==> src/rtl/smm_region_pkg.sv <==
package smm_region_pkg;

   typedef enum logic [1:0] {
      ROUTE_RAM  = 2'd0,
      ROUTE_PCI  = 2'd1,
      ROUTE_HOLE = 2'd2
   } route_e;

   typedef enum logic [1:0] {
      SEL_MAIN  = 2'd0,
      SEL_EXTN  = 2'd1,
      SEL_XSIZE = 2'd2,
      SEL_NONE  = 2'd3
   } reg_sel_e;

   // main control byte
   localparam int A_GLOBAL = 0;
   localparam int A_LOCK   = 1;
   localparam int A_OPEN   = 2;
   // ext control byte
   localparam int B_TSEG_EN = 0;
   localparam int B_SZ_LO   = 1;
   localparam int B_HIGH    = 3;

   localparam logic [31:0] LOW_BASE    = 32'h000A_0000;
   localparam logic [31:0] WIN_BYTES   = 32'h0002_0000;
   localparam logic [31:0] HIGH_BASE   = 32'hFEDA_0000;
   localparam logic [15:0] XSIZE_QUERY = 16'hFFFF;

   function automatic logic [31:0] mb_to_bytes(input int unsigned n);
      return 32'(n) << 20;
   endfunction

endpackage

==> src/rtl/smm_ctrl_regs.sv <==
module smm_ctrl_regs
   import smm_region_pkg::*;
#(
   parameter int unsigned EXT_TSEG_MB = 16,
   parameter logic [7:0]  MASK_A      = 8'h07,
   parameter logic [7:0]  MASK_A_LCK  = 8'h00,
   parameter logic [7:0]  MASK_B      = 8'h0F,
   parameter logic [7:0]  MASK_B_LCK  = 8'h00,
   parameter logic [7:0]  DEF_A       = 8'h00,
   parameter logic [7:0]  DEF_B       = 8'h00
) (
   input  logic        clk,
   input  logic        rst_n,
   input  logic        wr_en,
   input  logic [1:0]  wr_sel,
   input  logic [15:0] wr_data,
   output logic [7:0]  ctrl_a,
   output logic [7:0]  ctrl_b,
   output logic [15:0] xsize
);

   localparam logic [15:0] XSIZE_CFG = 16'(EXT_TSEG_MB);

   logic [7:0]  mask_a, mask_b, a_nx, b_nx;
   logic [15:0] x_wr, x_nx, x_rst;
   logic        wr_a, wr_b, wr_x;

   assign wr_a = wr_en && (reg_sel_e'(wr_sel) == SEL_MAIN);
   assign wr_b = wr_en && (reg_sel_e'(wr_sel) == SEL_EXTN);
   assign wr_x = wr_en && (reg_sel_e'(wr_sel) == SEL_XSIZE);

   assign mask_a = ctrl_a[A_LOCK] ? MASK_A_LCK : MASK_A;
   assign mask_b = ctrl_a[A_LOCK] ? MASK_B_LCK : MASK_B;

   always_comb begin
      a_nx = ctrl_a;
      if (wr_a) a_nx = (ctrl_a & ~mask_a) | (wr_data[7:0] & mask_a);
      if (a_nx[A_LOCK]) a_nx[A_OPEN] = 1'b0;
      b_nx = ctrl_b;
      if (wr_b) b_nx = (ctrl_b & ~mask_b) | (wr_data[7:0] & mask_b);
   end

   assign x_wr = wr_x ? wr_data : xsize;

   generate
      if (EXT_TSEG_MB > 0) begin : g_query
         assign x_rst = XSIZE_QUERY;
         assign x_nx  = (wr_x && x_wr == XSIZE_QUERY) ? XSIZE_CFG : x_wr;
      end else begin : g_plain
         assign x_rst = 16'h0000;
         assign x_nx  = x_wr;
      end
   endgenerate

   always_ff @(posedge clk) begin
      if (!rst_n) begin
         ctrl_a <= DEF_A & MASK_A;
         ctrl_b <= DEF_B & MASK_B;
         xsize  <= x_rst;
      end else begin
         ctrl_a <= a_nx;
         ctrl_b <= b_nx;
         xsize  <= x_nx;
      end
   end

   // once locked, both control bytes hold against writes
   assert_locked_hold_R3: assert property (@(posedge clk) disable iff (!rst_n)
      (ctrl_a[A_LOCK] && wr_en) |=> ($stable(ctrl_a) && $stable(ctrl_b)));
   // lock and open never coexist
   assert_lock_closes_R3: assert property (@(posedge clk) disable iff (!rst_n)
      ctrl_a[A_LOCK] |-> !ctrl_a[A_OPEN]);
   // query write yields configured count
   assert_query_fill_R9: assert property (@(posedge clk) disable iff (!rst_n)
      (wr_x && wr_data == XSIZE_QUERY && EXT_TSEG_MB > 0) |=> (xsize == XSIZE_CFG));

endmodule

==> src/rtl/smm_region_decode.sv <==
module smm_region_decode
   import smm_region_pkg::*;
#(
   parameter int unsigned EXT_TSEG_MB = 16,
   parameter int unsigned SZ0_MB      = 1,
   parameter int unsigned SZ1_MB      = 2,
   parameter int unsigned SZ2_MB      = 8
) (
   input  logic [7:0]  ctrl_a,
   input  logic [7:0]  ctrl_b,
   input  logic [31:0] below4g_size,
   output logic        low_ram_open,
   output logic        high_ram_open,
   output logic        smm_low_en,
   output logic        smm_high_en,
   output logic [31:0] tseg_base,
   output logic [31:0] tseg_size
);

   logic        g_en, open_b, hi_b, t_act;
   logic [1:0]  sz_code;
   logic [31:0] ext_bytes, sel_bytes;

   assign g_en    = ctrl_a[A_GLOBAL];
   assign open_b  = ctrl_a[A_OPEN];
   assign hi_b    = ctrl_b[B_HIGH];
   assign t_act   = ctrl_b[B_TSEG_EN] & g_en;
   assign sz_code = ctrl_b[B_SZ_LO +: 2];

   generate
      if (EXT_TSEG_MB > 0) begin : g_ext
         assign ext_bytes = mb_to_bytes(EXT_TSEG_MB);
      end else begin : g_noext
         assign ext_bytes = 32'h0;
      end
   endgenerate

   always_comb begin
      unique case (sz_code)
         2'd0:    sel_bytes = mb_to_bytes(SZ0_MB);
         2'd1:    sel_bytes = mb_to_bytes(SZ1_MB);
         2'd2:    sel_bytes = mb_to_bytes(SZ2_MB);
         default: sel_bytes = ext_bytes;
      endcase
   end

   assign low_ram_open  = open_b & ~hi_b;
   assign high_ram_open = open_b & hi_b;
   assign smm_low_en    = g_en & ~hi_b;
   assign smm_high_en   = g_en & hi_b;
   assign tseg_size     = t_act ? sel_bytes : 32'h0;
   assign tseg_base     = below4g_size - tseg_size;

endmodule

==> src/rtl/smm_access_route.sv <==
module smm_access_route
   import smm_region_pkg::*;
(
   input  logic        clk,
   input  logic        rst_n,
   input  logic        acc_valid,
   input  logic [31:0] acc_addr,
   input  logic        acc_smm,
   input  logic [31:0] below4g_size,
   input  logic        low_ram_open,
   input  logic        high_ram_open,
   input  logic        smm_low_en,
   input  logic        smm_high_en,
   input  logic [31:0] tseg_base,
   input  logic [31:0] tseg_size,
   output logic        rt_valid,
   output logic [1:0]  rt_code,
   output logic [31:0] rt_rdata
);

   logic   in_tseg, in_low, in_high;
   route_e plain_rt, final_rt;
   logic   smm_q;

   assign in_tseg = (tseg_size != 32'h0) && (acc_addr >= tseg_base) && (acc_addr < below4g_size);
   assign in_low  = (acc_addr >= LOW_BASE) && (acc_addr < LOW_BASE + WIN_BYTES);
   assign in_high = (acc_addr >= HIGH_BASE) && (acc_addr < HIGH_BASE + WIN_BYTES);

   always_comb begin
      if (in_tseg)      plain_rt = ROUTE_HOLE;
      else if (in_low)  plain_rt = low_ram_open  ? ROUTE_RAM : ROUTE_PCI;
      else if (in_high) plain_rt = high_ram_open ? ROUTE_RAM : ROUTE_PCI;
      else              plain_rt = (acc_addr < below4g_size) ? ROUTE_RAM : ROUTE_PCI;

      final_rt = plain_rt;
      if (acc_smm) begin
         if (in_tseg)                       final_rt = ROUTE_RAM;
         else if (in_low && smm_low_en)     final_rt = ROUTE_RAM;
         else if (in_high && smm_high_en)   final_rt = ROUTE_RAM;
      end
   end

   always_ff @(posedge clk) begin
      if (!rst_n) begin
         rt_valid <= 1'b0;
         rt_code  <= ROUTE_PCI;
         rt_rdata <= 32'h0;
         smm_q    <= 1'b0;
      end else begin
         rt_valid <= acc_valid;
         smm_q    <= acc_smm;
         if (acc_valid) begin
            rt_code  <= final_rt;
            rt_rdata <= (final_rt == ROUTE_HOLE) ? 32'hFFFF_FFFF : 32'h0;
         end
      end
   end

   // one-cycle result latency
   assert_one_cycle_R10: assert property (@(posedge clk) disable iff (!rst_n)
      acc_valid |=> rt_valid);
   // SMM accesses never land in the hole
   assert_smm_no_hole_R8: assert property (@(posedge clk) disable iff (!rst_n)
      (rt_valid && smm_q) |-> (rt_code != ROUTE_HOLE));
   // hole reads return all ones
   assert_hole_ones_R8: assert property (@(posedge clk) disable iff (!rst_n)
      (rt_valid && rt_code == ROUTE_HOLE) |-> (rt_rdata == 32'hFFFF_FFFF));

endmodule

==> src/rtl/smm_region_ctrl.sv <==
module smm_region_ctrl
   import smm_region_pkg::*;
#(
   parameter int unsigned EXT_TSEG_MB  = 16,
   parameter int unsigned EXT_TSEG_MAX = 4095,
   parameter int unsigned SZ0_MB       = 1,
   parameter int unsigned SZ1_MB       = 2,
   parameter int unsigned SZ2_MB       = 8,
   parameter logic [7:0]  MASK_A       = 8'h07,
   parameter logic [7:0]  MASK_A_LCK   = 8'h00,
   parameter logic [7:0]  MASK_B       = 8'h0F,
   parameter logic [7:0]  MASK_B_LCK   = 8'h00,
   parameter logic [7:0]  DEF_A        = 8'h00,
   parameter logic [7:0]  DEF_B        = 8'h00
) (
   input  logic        clk,
   input  logic        rst_n,
   input  logic        wr_en,
   input  logic [1:0]  wr_sel,
   input  logic [15:0] wr_data,
   input  logic [1:0]  rd_sel,
   output logic [15:0] rd_data,
   input  logic [31:0] below4g_size,
   input  logic        acc_valid,
   input  logic [31:0] acc_addr,
   input  logic        acc_smm,
   output logic        rt_valid,
   output logic [1:0]  rt_code,
   output logic [31:0] rt_rdata,
   output logic        low_ram_open,
   output logic        high_ram_open,
   output logic        smm_low_en,
   output logic        smm_high_en,
   output logic [31:0] tseg_base,
   output logic [31:0] tseg_size
);

   localparam int unsigned MB_LIMIT = 4096;

   // elaboration-time limits
   generate
      if (EXT_TSEG_MB > EXT_TSEG_MAX) begin : g_bad_ext
         $error("extended TSEG megabytes above limit");
      end
      if (EXT_TSEG_MAX >= MB_LIMIT || SZ2_MB >= MB_LIMIT) begin : g_bad_width
         $error("TSEG size does not fit 32-bit byte count");
      end
   endgenerate

   logic [7:0]  ctrl_a, ctrl_b;
   logic [15:0] xsize;

   smm_ctrl_regs #(
      .EXT_TSEG_MB(EXT_TSEG_MB), .MASK_A(MASK_A), .MASK_A_LCK(MASK_A_LCK),
      .MASK_B(MASK_B), .MASK_B_LCK(MASK_B_LCK), .DEF_A(DEF_A), .DEF_B(DEF_B)
   ) u_regs (
      .clk(clk), .rst_n(rst_n), .wr_en(wr_en), .wr_sel(wr_sel), .wr_data(wr_data),
      .ctrl_a(ctrl_a), .ctrl_b(ctrl_b), .xsize(xsize)
   );

   smm_region_decode #(
      .EXT_TSEG_MB(EXT_TSEG_MB), .SZ0_MB(SZ0_MB), .SZ1_MB(SZ1_MB), .SZ2_MB(SZ2_MB)
   ) u_decode (
      .ctrl_a(ctrl_a), .ctrl_b(ctrl_b), .below4g_size(below4g_size),
      .low_ram_open(low_ram_open), .high_ram_open(high_ram_open),
      .smm_low_en(smm_low_en), .smm_high_en(smm_high_en),
      .tseg_base(tseg_base), .tseg_size(tseg_size)
   );

   smm_access_route u_route (
      .clk(clk), .rst_n(rst_n), .acc_valid(acc_valid), .acc_addr(acc_addr),
      .acc_smm(acc_smm), .below4g_size(below4g_size),
      .low_ram_open(low_ram_open), .high_ram_open(high_ram_open),
      .smm_low_en(smm_low_en), .smm_high_en(smm_high_en),
      .tseg_base(tseg_base), .tseg_size(tseg_size),
      .rt_valid(rt_valid), .rt_code(rt_code), .rt_rdata(rt_rdata)
   );

   always_comb begin
      unique case (reg_sel_e'(rd_sel))
         SEL_MAIN:  rd_data = {8'h00, ctrl_a};
         SEL_EXTN:  rd_data = {8'h00, ctrl_b};
         SEL_XSIZE: rd_data = xsize;
         default:   rd_data = 16'h0000;
      endcase
   end

   // at most one SMM RAM view of the legacy window
   assert_one_smm_view_R6: assert property (@(posedge clk) disable iff (!rst_n)
      $onehot0({smm_low_en, smm_high_en}));
   // non-SMM views are exclusive, and none while locked
   assert_open_views_R4: assert property (@(posedge clk) disable iff (!rst_n)
      $onehot0({low_ram_open, high_ram_open}) && !(ctrl_a[A_LOCK] && (low_ram_open || high_ram_open)));
   // TSEG ends at the top of low memory
   assert_tseg_top_R7: assert property (@(posedge clk) disable iff (!rst_n)
      (tseg_size != 32'h0) |-> (tseg_base + tseg_size == below4g_size));
   // TSEG needs global enable
   assert_tseg_gated_R7: assert property (@(posedge clk) disable iff (!rst_n)
      !ctrl_a[A_GLOBAL] |-> (tseg_size == 32'h0));

endmodule

==> config.mk <==
export PLATFORM = sky130hd
export DESIGN_NAME = smm_region_ctrl
export DESIGN_NICKNAME = d
export VERILOG_FILES = /design/src/rtl/smm_region_pkg.sv /design/src/rtl/smm_ctrl_regs.sv /design/src/rtl/smm_region_decode.sv /design/src/rtl/smm_access_route.sv /design/src/rtl/smm_region_ctrl.sv
export SDC_FILE = /design/constraint.sdc
export NUM_CORES = 1
export LEC_CHECK = 0
export BUFFER_PORTS_ARGS = -buffer_cell sky130_fd_sc_hd__buf_2
export CAP_MARGIN = 20
export CELL_PAD_IN_SITES_DETAIL_PLACEMENT = 0
export CELL_PAD_IN_SITES_GLOBAL_PLACEMENT = 1
export CORE_AREA = 4 4 124 126
export DETAILED_ROUTE_END_ITERATION = 6
export DIE_AREA = 0 0 128 130
export PLACE_DENSITY_LB_ADDON = 0.1
export SYNTH_ARGS = -nofsm -noshare
export SYNTH_HDL_FRONTEND = slang
export SYNTH_HIERARCHICAL = 1
export SYNTH_SLANG_ARGS = --single-unit
==> constraint.sdc <==
create_clock -name clk -period 4.5 [get_ports clk]
set_clock_uncertainty 0.1 [all_clocks]
set_input_delay 0.9 -clock clk [delete_from_list [all_inputs] [get_ports clk]]
set_output_delay 0.9 -clock clk [all_outputs]
set_load 0.01 [all_outputs]
==> results of run 1 <==
==> layer usage <==
layer / vias to the layer above / wire length, um / GRT usage
li1: 1956 / - / -
met1: 1711 / 5260 / 0.175
met2: 154 / 5870 / 0.254
met3: 2 / 1020 / 0.0237
met4: 0 / 23 / 0.00562
met5: - / 0 / 0
==> cells in the mapped netlist (2+ instances only) <==
| master | instances | area [um2] |
|---|---|---|
| a2111oi_2 | 2 | 30.0 |
| ha_1 | 67 | 838 |
| o31ai_1 | 2 | 15.0 |
| buf_6 | 6 | 67.6 |
| o21ai_0 | 11 | 55.1 |
| xnor2_1 | 9 | 78.8 |
| a31oi_1 | 2 | 12.5 |
| or3_1 | 2 | 12.5 |
| a21o_1 | 2 | 15.0 |
| nor2_1 | 9 | 33.8 |
| nor3_2 | 2 | 20.0 |
| buf_4 | 88 | 661 |
| nand2b_1 | 6 | 37.5 |
| a22oi_1 | 15 | 113 |
| a21oi_1 | 29 | 145 |
| nor2b_4 | 2 | 27.5 |
| nor4_1 | 12 | 75.1 |
| nand4_1 | 15 | 93.8 |
| a221oi_1 | 2 | 17.5 |
| nand2_1 | 24 | 90.1 |
| inv_1 | 77 | 289 |
| a32o_1 | 2 | 20.0 |
| mux2i_1 | 29 | 290 |
| and2_1 | 12 | 75.1 |
| clkbuf_1 | 2 | 7.51 |
| o2bb2ai_1 | 8 | 70.1 |
| nor3_1 | 4 | 20.0 |
| dfxtp_1 | 27 | 541 |
| nand3b_1 | 2 | 15.0 |
| nor2b_1 | 12 | 75.1 |
| nand3_1 | 6 | 30.0 |
| o21a_1 | 2 | 15.0 |
| conb_1 | 2 | 7.51 |
| and4_1 | 4 | 35.0 |
==> worst paths after layout <==
path,depth (start not counted),from,endpoint,slack (ns)
setup / recovery,14,flop,u_route/rt_rdata[30],0.76
hold reg to reg,2,u_regs/xsize[4],u_regs/xsize[4],0.38
hold / removal,2,u_regs/xsize[4],u_regs/xsize[4],0.38
setup reg to reg,14,flop,u_route/rt_rdata[30],0.76
==> worst register-to-register path, stage by stage, from the launching register on <==
cell and delay, ns:
dfxtp_1 0.45, nand2_1 0.09, nor3_1 0.42, ha_1 0.29
fa_1 0.22, nand2b_1 0.07, a21oi_1 0.33, o31ai_1 0.14
xnor2_1 0.19, inv_1 0.07, ha_1 0.30, and4_1 0.22
a221oi_1 0.37, o21ai_2 0.12, a32o_1 0.26
==> kinds of logic (layout without fill, tap and decap cells) <==
group	after synthesis	count (layout)
multiplexers	30	30
buffers and inverters	175	261
other	2	37
XOR/XNOR	10	10
AND/OR/NAND/NOR	123	123
flip-flops	27	27
AO/OA/AOI/OAI	91	91
adder cells (fa/ha/maj)	68	68
==> metrics by stage <==
stage | util | cells
2_1_floorplan | - | 561
3_3_place_gp | 0.332 | 827
3_5_place_dp | 0.332 | 827
4_1_cts | 0.338 | 831
5_1_grt | 0.338 | 831
6_report | 0.338 | 831
==> report_power, final <==
part | switching [mW] | internal [mW] | leakage (nW) | total, mW
Sequential | 0.00853 | 0.248 | 0.221 | 0.257
Combinational | 0.205 | 0.150 | 2.48 | 0.355
Clock | 0.0898 | 0.121 | 0.0371 | 0.211
Total | 0.303 | 0.519 | 2.74 | 0.822
==> cell usage in the layout (no fill, tap or decap), drive strengths merged, types with 3 or more instances in the layout <==
master / count
xnor2: 9
or3: 3
dfxtp: 27
nor3: 6
nor2: 10
inv: 77
and2: 12
nor4: 13
o21ai: 13
ha: 67
nand3: 6
o2bb2ai: 8
and4: 4
nor2b: 14
a22oi: 15
nand4: 16
conb: 37
buf: 180
clkbuf: 3
nand2: 24
nand2b: 6
a21oi: 29
mux2i: 29
==> final cells by class <==
cell class	instances	area, um2
Clock buffer	3	75.1
Clock inverter	1	7.51
Fill cell	1559	9480
Inverter	77	289
Multi-Input combinational cell	359	2790
Sequential cell	27	541
Tap cell	184	230
Timing Repair Buffer	180	903
==> impl_metrics.env, run 1 <==
export IMPL_crit_type="reg -> reg"
export IMPL_gp_congestion=0.866
export IMPL_cp_end_kind="flop"
export IMPL_arrival_ns=3.80
export IMPL_die_area_um2=16600
export IMPL_avgSynthCellArea_um2=8.05
export IMPL_synth_simple_gate_area_frac=0.180
export IMPL_path_cells="nand2_1 > nor3_1 > ha_1 > fa_1 > nand2b_1 > a21oi_1 > o31ai_1 > xnor2_1 > inv_1 > ha_1 > and4_1 > a221oi_1 > o21ai_2 > a32o_1"
export IMPL_cellPowerDensity_nw_per_um2=170
export IMPL_post_cts_repair_setup_buffers=0
export IMPL_setup_tns_ns=0
export IMPL_cts_buffers=3
export IMPL_cp_max_fo=7
export IMPL_rsz0062_at_grt="false"
export IMPL_fin_ws_ns=0.761
export IMPL_final_antenna_net_count=0
export IMPL_drt_pass1_iter_count=4
export IMPL_drc_errors=0
export IMPL_port_buffers=179
export IMPL_dpl_cell_area_um2=4750
export IMPL_yosysWarningCount=6
export IMPL_grt_pass1_wl_mm=18.6
export IMPL_period_share=0.831
export IMPL_vias=3823
export IMPL_grt_pass1_vias=3640
export IMPL_drive_gt1_frac=0.311
export IMPL_critPathTopFamily="compound AO/OA/AOI/OAI gates"
export IMPL_clock_sinks=27
export IMPL_cts_tree="done"
export IMPL_synth_edf_count=0
export IMPL_slowest_stage="dfxtp_1"
export IMPL_grt_start_max_net_pins=34
export IMPL_overflow=0
export IMPL_final_nets=805
export IMPL_setup_viol=0
export IMPL_finalHoldViolations=0
export IMPL_ctsResizeCount=0
export IMPL_ir_drop_uv=149
export IMPL_crit_top_cell="ha_1"
export IMPL_synth_ff_type="dfxtp_1"
export IMPL_synth_area_um2=4230
export IMPL_die_h_um=130
export IMPL_critPathLaunchType="flop"
export IMPL_cts_buffer_depth=2
export IMPL_routed_wl_mm=12.2
export IMPL_vias_per_cell=4.60
export IMPL_maxClockFrequency_mhz=267
export IMPL_core_area_um2=14300
export IMPL_cts_root_buf="clkbuf_16"
export IMPL_p_leak_nw=2.74
export IMPL_ys_seq_elements=27
export IMPL_track_usage=0.137
export IMPL_cp_num_buf_inv=1
export IMPL_holdCritPathClass="reg -> reg"
export IMPL_antenna_found_initial=0
export IMPL_die_x_um=128
export IMPL_maxSlewHeadroom=0.426
export IMPL_antenna_cells=0
export IMPL_clock_latency_ns=0.26
export IMPL_slew_viol_final=0
export IMPL_htree_levels=1
export IMPL_stdcell_area_um2=4840
export IMPL_synth_compound_area_share=0.152
export IMPL_clk_pin_slew_ns=0.07
export IMPL_synth_fa_ha_area_frac=0.203
export IMPL_outcome="complete, no violations"
export IMPL_detailedPlace_worstSlack_ns=0.563
export IMPL_post_route_min_period_ns=3.74
export IMPL_worstMarginPinSlew_ns=0.855
export IMPL_cpPeakStageDelay_ns=0.45
export IMPL_holdBufCountCts=0
export IMPL_synthMuxAreaShare=0.0712
export IMPL_start_util=0.296
export IMPL_synthCells=526
export IMPL_io_pins=208
export IMPL_synth_top_family_by_area="buffers and inverters"
export IMPL_totalPowerFinal_mw=0.822
export IMPL_wl_per_cell_um=14.6
export IMPL_synth_seq_area_share=0.128
export IMPL_dp_hpwl_mm=10.8
export IMPL_rows=44
export IMPL_synth_xor_area_share=0.0207
export IMPL_async_flop_share=0
export IMPL_cp_data_required_time_ns=4.56
export IMPL_synth_cell_types=64
export IMPL_drt_iter0_drc=229
export IMPL_whs_ns=0.384
export IMPL_syn_to_final_growth_pct=14.2
export IMPL_drv_cap=0
Power figures use the tool's default switching activity.
==> run 2: changes to the inputs <==
==> constraint.sdc (replaced) <==
create_clock -name clk -period 3.2 [get_ports clk]
set_clock_uncertainty 0.1 [all_clocks]
set_input_delay 0.64 -clock clk [delete_from_list [all_inputs] [get_ports clk]]
set_output_delay 0.64 -clock clk [all_outputs]
set_load 0.01 [all_outputs]
==> run 2 against run 1 <==
The flow now finishes with violations (negative setup slack). Total power increased by 49%. Register-to-register slack got worse by 0.77 ns. Sequential share of layout area decreased by 1.0 points. Wire length increased by 0.29%. Maximum frequency increased by 17%. Worst setup slack got worse by 0.77 ns. Die area unchanged. First-iteration DRC count decreased by 38%. Critical path depth increased by 1. Critical endpoint unchanged.
==> impl_metrics.env, run 2 (synthesis results as in run 1) <==
export IMPL_maxSlewHeadroom=0.432
export IMPL_whs_ns=0.381
export IMPL_wl_per_cell_um=14.0
export IMPL_routed_wl_mm=12.2
export IMPL_cp_data_required_time_ns=3.30
export IMPL_maxClockFrequency_mhz=312
export IMPL_die_x_um=128
export IMPL_outcome="finished with violations"
export IMPL_gp_congestion=0.822
export IMPL_dp_hpwl_mm=10.6
export IMPL_start_util=0.296
export IMPL_post_route_min_period_ns=3.21
export IMPL_overflow=0
export IMPL_rows=44
export IMPL_arrival_ns=3.31
export IMPL_cp_end_kind="flop"
export IMPL_final_cell_mix="buf_2 (178), inv_1 (73), ha_1 (60)"
export IMPL_antenna_cells=0
export IMPL_r2r_setup_slack_ns=-0.008
export IMPL_crit_type="reg -> reg"
export IMPL_slew_viol_final=0
export IMPL_clock_latency_ns=0.26
export IMPL_grt_pass1_wl_mm=18.8
export IMPL_ir_drop_uv=213
export IMPL_drt_pass1_iter_count=4
export IMPL_grt_start_max_net_pins=34
export IMPL_setup_tns_ns=-0.0196
export IMPL_htree_levels=1
export IMPL_critPathLaunchType="flop"
export IMPL_rsz0062_at_grt="true"
export IMPL_port_buffers=179
export IMPL_cpPeakStageDelay_ns=0.41
export IMPL_violations="negative setup slack"
export IMPL_syn_to_final_growth_pct=26.3
export IMPL_drc_errors=0
export IMPL_final_antenna_net_count=0
export IMPL_grt_pass1_vias=3895
export IMPL_cellPowerDensity_nw_per_um2=229
export IMPL_p_leak_nw=2.97
export IMPL_drv_cap=0
export IMPL_cp_max_fo=4
export IMPL_holdCritPathClass="reg -> reg"
export IMPL_finalHoldViolations=0
export IMPL_totalPowerFinal_mw=1.23
export IMPL_final_nets=844
export IMPL_worstMarginPinSlew_ns=0.846
export IMPL_final_common_cell="buf_2"
export IMPL_r2r_cells=15
export IMPL_vias_per_cell=4.54
export IMPL_vias=3950
export IMPL_clk_pin_slew_ns=0.07
export IMPL_stdcell_area_um2=5350
export IMPL_drt_iter0_drc=141
export IMPL_path_cells="inv_2 > or3_4 > ha_4 > nor2b_4 > o311ai_4 > buf_4 > nand3_2 > xnor2_2 > inv_1 > ha_4 > and4_4 > nand2_1 > a211o_1 > o21ai_2 > a32o_1"
export IMPL_io_pins=208
export IMPL_cts_buffer_depth=2
export IMPL_cts_tree="done"
export IMPL_slowest_stage="or3_4"
export IMPL_cts_root_buf="clkbuf_16"
export IMPL_core_area_um2=14300
export IMPL_r2r_end="u_route/rt_rdata[30]"
export IMPL_dpl_cell_area_um2=5070
export IMPL_die_area_um2=16600
export IMPL_crit_path_end="u_route/rt_rdata[30]"
export IMPL_drive_gt1_frac=0.399
export IMPL_period_share=1.00
export IMPL_track_usage=0.138
export IMPL_crit_top_cell="ha_4"
export IMPL_clock_sinks=27
export IMPL_antenna_found_initial=0
export IMPL_holdBufCountCts=0
export IMPL_cts_buffers=3
export IMPL_fillers=1549
export IMPL_fin_ws_ns=-0.00808
export IMPL_setup_viol=3
export IMPL_die_h_um=130
run 2: metal layers:
metal | GRT usage | part of all wire
met5 | 0 | 0
met4 | 0.0144 | 0.0069
met3 | 0.0270 | 0.069
met2 | 0.243 | 0.48
met1 | 0.181 | 0.45
run 2: worst min-delay path by stage:
stage	startpoint	endpoint	depth (start not counted)
4_1_cts	u_regs/xsize[4]	u_regs/xsize[4]	2
5_1_grt	u_route/rt_code[1]	u_route/rt_code[1]	1
2_1_floorplan	u_regs/xsize[4]	u_regs/xsize[4]	2
6_report	u_regs/xsize[4]	u_regs/xsize[4]	2
3_5_place_dp	u_regs/xsize[4]	u_regs/xsize[4]	2
3_3_place_gp	u_regs/xsize[4]	u_regs/xsize[4]	2
run 2: repair_timing:
item / 4_1_cts / 5_1_grt
setup buffers: 5 / 4
pin swaps: 13 / 17
endpoints found under the setup margin: 3 / 8
gates resized for setup: 15 / 16
run 2: through the flow:
stage / util / std cells / setup slack, ns
4_1_cts: 0.367 / 867 / -0.0513
3_3_place_gp: 0.354 / 858 / -0.222
2_1_floorplan: - / 561 / -0.00925
5_1_grt: 0.374 / 870 / -0.153
3_5_place_dp: 0.354 / 858 / -0.261
6_report: 0.374 / 870 / -0.00808
run 2: power breakdown:
group          total, mW  internal, mW  switching, mW
Clock              0.294         0.170          0.123
Combinational      0.573         0.262          0.311
Sequential         0.360         0.349         0.0105
Total               1.23         0.781          0.445
run 2: area by class of cell:
cell class / instances / area (um2) / share of cell area
flip-flops and latches: 27 / 544 / 0.102
clock buffers: 3 / 75.1 / 0.0140
multi-input cells: 359 / 2980 / 0.557
repair buffers: 219 / 1210 / 0.226
inverters: 77 / 304 / 0.0569
well taps: 184 / 230 / 0.0431
clock inverters: 1 / 7.51 / 0.00140
run 2: critical path, delay by kind of cell (launching register included):
kind / cells / cell delay [ns]
AOI/OAI and AO/OA: 4 / 0.82
buffers and inverters: 3 / 0.30
adders and majority gates: 2 / 0.49
xor gates and xnor gates: 1 / 0.19
DFF: 1 / 0.33
and+or+nand+nor: 5 / 0.91
